[config.mk]
export PLATFORM = sky130hd
export DESIGN_NAME = irq_seq
export DESIGN_NICKNAME = d
export VERILOG_FILES = /design/src/rtl/irq_seq.sv
export SDC_FILE = /design/constraint.sdc
export NUM_CORES = 1
export LEC_CHECK = 0
export BUFFER_PORTS_ARGS = -buffer_cell sky130_fd_sc_hd__buf_2
export CORE_MARGIN = 2
export CORE_UTILIZATION = 35
export DETAILED_ROUTE_END_ITERATION = 6
export PLACE_DENSITY = 0.6
export SETUP_SLACK_MARGIN = 0.2
export SYNTH_ARGS = -nofsm -noshare
export SYNTH_HDL_FRONTEND = slang
export SYNTH_SLANG_ARGS = --single-unit
export TNS_END_PERCENT = 30
[constraint.sdc]
create_clock -name clk -period 8.46 [get_ports clk]
set_clock_uncertainty 0.05 [all_clocks]
set_input_delay 1.692 -clock clk [delete_from_list [all_inputs] [get_ports clk]]
set_output_delay 1.692 -clock clk [all_outputs]
set_load 0.01 [all_outputs]
[src/rtl/irq_seq.sv]
module irq_seq #(
  parameter int PC_W = 12,
  parameter int NVEC = 4,
  parameter int DEPTH = 6,
  parameter logic [11:0] MVEC_BASE = 12'hFF0,
  parameter logic [11:0] NMI_VEC = 12'hFFC
) (
  input  logic            clk,
  input  logic            rst_n,
  input  logic [NVEC-1:0] irq_set,
  input  logic            nmi_set,
  input  logic            gie,
  input  logic            boundary,
  input  logic            reti,
  input  logic [PC_W-1:0] pc_in,
  input  logic            flag_we,
  input  logic            c_in,
  input  logic            z_in,
  output logic            pc_load,
  output logic [PC_W-1:0] pc_next,
  output logic [1:0]      mode,
  output logic            c_out,
  output logic            z_out,
  output logic [NVEC-1:0] irq_pend
);
  localparam int IW = (NVEC > 1) ? $clog2(NVEC) : 1;
  localparam int CW = $clog2(DEPTH + 1);
  localparam logic [1:0] M_NORM = 2'b00, M_INT = 2'b01, M_NMI = 2'b10;

  logic            nmi_pend;
  logic [1:0]      saved_mode;
  logic [PC_W-1:0] stk [DEPTH];
  logic [CW-1:0]   cnt;
  logic [PC_W-1:0] last_pop, pop_val;
  logic [2:0]      cbank, zbank;
  logic [IW-1:0]   sel;
  logic [NVEC-1:0] clr;
  logic            do_ret, do_nmi, do_irq, push;

  always_comb begin
    sel = '0;
    for (int i = NVEC - 1; i >= 0; i--)
      if (irq_pend[i]) sel = IW'(i);
  end

  assign do_ret  = boundary && reti && mode != M_NORM;
  assign do_nmi  = boundary && !do_ret && nmi_pend && mode != M_NMI;
  assign do_irq  = boundary && !do_ret && !do_nmi && mode == M_NORM && gie && |irq_pend;
  assign push    = do_nmi || do_irq;
  assign pop_val = (cnt == '0) ? last_pop : stk[0];
  assign clr     = do_irq ? (NVEC'(1) << sel) : '0;

  assign pc_load = do_ret || push;
  assign pc_next = do_ret ? pop_val :
                   do_nmi ? NMI_VEC[PC_W-1:0] :
                   MVEC_BASE[PC_W-1:0] + PC_W'({sel, 1'b0});

  assign c_out = cbank[mode];
  assign z_out = zbank[mode];

  always_ff @(posedge clk) begin
    if (!rst_n) begin
      irq_pend   <= '0;
      nmi_pend   <= 1'b0;
      mode       <= M_NORM;
      saved_mode <= M_NORM;
      cbank      <= '0;
      zbank      <= '0;
    end else begin
      irq_pend <= (irq_pend & ~clr) | irq_set;
      nmi_pend <= (nmi_pend && !do_nmi) || nmi_set;
      if (flag_we) begin
        cbank[mode] <= c_in;
        zbank[mode] <= z_in;
      end
      if (do_ret)
        mode <= (mode == M_NMI) ? saved_mode : M_NORM;
      else if (do_nmi) begin
        saved_mode <= mode;
        mode       <= M_NMI;
      end else if (do_irq)
        mode <= M_INT;
    end
  end

  always_ff @(posedge clk) begin
    if (!rst_n) begin
      cnt      <= '0;
      last_pop <= '0;
      for (int i = 0; i < DEPTH; i++) stk[i] <= '0;
    end else if (push) begin
      stk[0] <= pc_in;
      for (int i = 1; i < DEPTH; i++) stk[i] <= stk[i-1];
      if (cnt != CW'(DEPTH)) cnt <= cnt + 1'b1;
    end else if (do_ret) begin
      last_pop <= pop_val;
      for (int i = 0; i < DEPTH - 1; i++) stk[i] <= stk[i+1];
      if (cnt != '0) cnt <= cnt - 1'b1;
    end
  end

  a_r2_mode_legal: assert property (@(posedge clk) disable iff (!rst_n) mode != 2'b11);
  a_r3_no_load_off_boundary: assert property (@(posedge clk) disable iff (!rst_n) !boundary |-> !pc_load);
  a_r4_int_entry_gated: assert property (@(posedge clk) disable iff (!rst_n)
    (mode == M_NORM && !gie && !nmi_pend) |=> mode == M_NORM);
  a_r5_nmi_taken: assert property (@(posedge clk) disable iff (!rst_n)
    (boundary && !reti && nmi_pend && mode != M_NMI) |=> mode == M_NMI);
  a_r7_int_return: assert property (@(posedge clk) disable iff (!rst_n)
    (boundary && reti && mode == M_INT) |=> mode == M_NORM);
  a_r8_norm_reti_no_pop: assert property (@(posedge clk) disable iff (!rst_n)
    (boundary && reti && mode == M_NORM && !nmi_pend && !(gie && |irq_pend)) |=> $stable(cnt) && mode == M_NORM);
  a_r6_depth_bound: assert property (@(posedge clk) disable iff (!rst_n) cnt <= CW'(DEPTH));
endmodule

==> run summary <==
Status: finished, final reports clean
Die Wd: 118 um
Reg-to-reg startpoint: mode[1]
CP Capture Point: pc_next[8]
First-pass GRT wire length: 15.3 mm
Fmax: 191 MHz
CP max FO: 42
Via density: 5.31
Port Buffers: 45
DRC violations left: 0
Final hold violations: 0
Number of flops mapped to enable cells by yosys: 72
Worst r2r path cells: 8
GR Layer Usage met1: 17.9%
Minimum clock period: 5.24 ns
FP Rows: 41
Headroom to the max-slew limit: 40.4%
Worst slew pin tran: 0.895 ns
#FFs+latches synth: 102
Setup violators final: 0
Total track usage: 13.5%
Worst EP arrival: 3.50 ns
Drt initial violations: 250
Ys async rst share: 0%
CP top delay family: buffers and inverters
Grt total ovfl: 0
GR peak layer: met2
CTS sink cnt: 102
Cell area after synthesis: 0.00457 sq mm
CP startpoint: boundary
Clk buf depth: 2
Power Density: 234 mW/mm^2
Commonest cells after routing, fill and taps aside: nor2_1 (80), edfxtp_1 (72), a22oi_1 (60), buf_2 (45), nand2_1 (37)
Hold Crit Class: register to register
H-tree depth: 3
Number of global-route vias before repair: 3025
Peak supply drop: 0.000112 V
I/O pins: 46
Clock Pin Slew Worst Setup and Hold Paths: 0.07 ns
Crit. path cell count: 5
Layout cell share with drive strength beyond 1: 17.2%
HP Start: zbank[2]
Placed cell area: 0.00487 sq mm
Post-Syn Nets: 438
GR Layer Usage met3: 4.30%
Final Cycle Share: 62.0%
Core Area: 0.0127 sq mm
Synth Warn #: 0
CP dominant cell by count: buf_2
Finished Cell Area: 0.00520 sq mm
Startpoint types: input port
CP max stage delay: 0.79 ns
R2R setup slack: 5.40 ns
Dpl ws: 3.22 ns
Required time worst endpoint: 6.72 ns
Area delta synth->final: 13.8%
Syn Area/Cell: 11.1 sq um
Unrepaired setup endpoints after global routing: no
Final setup TNS: 0 ns
CTS tree: done
Most common flop cell mapped by yosys: edfxtp_1
PostCTS Resize Cnt: 0
Clock Tree Root: clkbuf_16
Worst Setup End Kind: output pin
Initial Util: 36.1%
Count of cell types in the netlist: 44
Routed len/inst: 15.4 um
Routed WL: 9.47 mm
Reg2reg end: cnt[2]
CP max-delay cell: o211a_2
# hold bufs at CTS: 0
WS Path Type: input port to output pin
Placer Congestion: 0.724
Critical path cell sequence: buf_2, o211a_2, buf_4, nand3_1, buf_2
Detailed-route via count: 3265
P_leak: 2.04 nW
CTS Buf Count: 9
Pins over their slew limit: 0
Die height: 118 um
Antenna Violating Nets Remaining: 0
Pwr Total: 1.22 mW
Post-route core utilization: 41.1%
Largest net degree at the start of global routing: 74
Sequential cell area fraction in the yosys report: 60.4%
Full die area: 0.0140 sq mm
Final nets: 463
Post-Syn Instances: 412
Grt met2 use: 21.5%
Most common cell after layout, fill and taps aside: nor2_1
DRT Pass-1 Iters: 7
Initial antenna violation count: 1
Setup repair bufs after CTS: 0
Skew-Pair Late Insertion Delay: 0.34 ns
Final worst slack: 3.22 ns
Buf/Inv on CP: 3
HPWL after DPL: 5.76 mm
Max Cap Violations: 0
## kinds of logic after synthesis
| logic type | synth area share (%) |
|---|---|
| and+or+nand+nor | 16.0 |
| DFF | 60.4 |
| AOI/OAI and AO/OA | 16.2 |
| buffers and inverters | 4.08 |
| muxes | 2.65 |
| xor gates and xnor gates | 0.383 |
| adders and majority gates | 0.274 |
## metrics by stage
stage | hold WS, ns | std cells
after global routing | 0.438 | 614
after detailed placement | 0.398 | 598
final | 0.407 | 615
after global placement | 0.395 | 598
after CTS | 0.406 | 614
after floorplan | 0.386 | 412
## registers in the layout, indices dropped and copies added (netlist names)
register / flops
cnt: 3
irq_pend: 4
stk: 72
zbank: 3
last_pop: 12
saved_mode: 2
nmi_pend: 1
mode: 2
cbank: 3
## synthesized netlist by cell type (all sizes together) (4+ instances only)
library cell	instances	area share, %
and3	12	1.6
buf	12	1.9
a21oi	12	1.3
o21ai	4	0.44
nor2	80	6.6
edfxtp	72	47
a22oi	60	9.8
o211a	9	2.0
nand2	39	3.4
mux2i	11	2.4
dfxtp	30	13
clkbuf	23	1.9
nand3	18	2.2
## cell type report
cell class | count | area, sq um
inverter | 3 | 11.3
fill | 1257 | 7470
tap | 172 | 215
antenna | 1 | 2.50
timing repair buffer | 49 | 255
clock inverter | 3 | 67.6
sequential | 102 | 2760
clock buffer | 13 | 260
multi-input combinational | 272 | 1630
## worst reg2reg max path: cells and delay by family (launching register included)
| family | cells | cell delay (ns) |
|---|---|---|
| adders and majority gates | 1 | 0.19 |
| xor gates and xnor gates | 1 | 0.32 |
| DFF | 1 | 0.61 |
| and+or+nand+nor | 3 | 1.28 |
| AOI/OAI and AO/OA | 2 | 0.37 |
| muxes | 1 | 0.18 |
## power by group
group | internal, mW | total (mW) | leakage [nW] | switching (mW)
logic | 0.0517 | 0.148 | 0.874 | 0.0968
registers | 0.586 | 0.618 | 1.01 | 0.0314
clock network | 0.276 | 0.453 | 0.156 | 0.177
total | 0.914 | 1.22 | 2.04 | 0.305
## metal layers
metal / up-vias / wire length, um
li1: 1573 / -
met2: 76 / 4540
met3: 6 / 490
met4: 0 / 78
met5: - / 0
met1: 1610 / 4360
## worst min-delay path by stage
| stage | endpoint | slack, ns | cells past startpoint |
|---|---|---|---|
| 3_3_place_gp | cbank[2] | 0.39 | 2 |
| 4_1_cts | zbank[2] | 0.41 | 2 |
| 5_1_grt | cbank[0] | 0.44 | 2 |
| 6_report | zbank[2] | 0.41 | 2 |
| 2_1_floorplan | cbank[0] | 0.39 | 2 |
| 3_5_place_dp | zbank[2] | 0.40 | 2 |
Note: power is estimated with default switching activity, not from simulation.
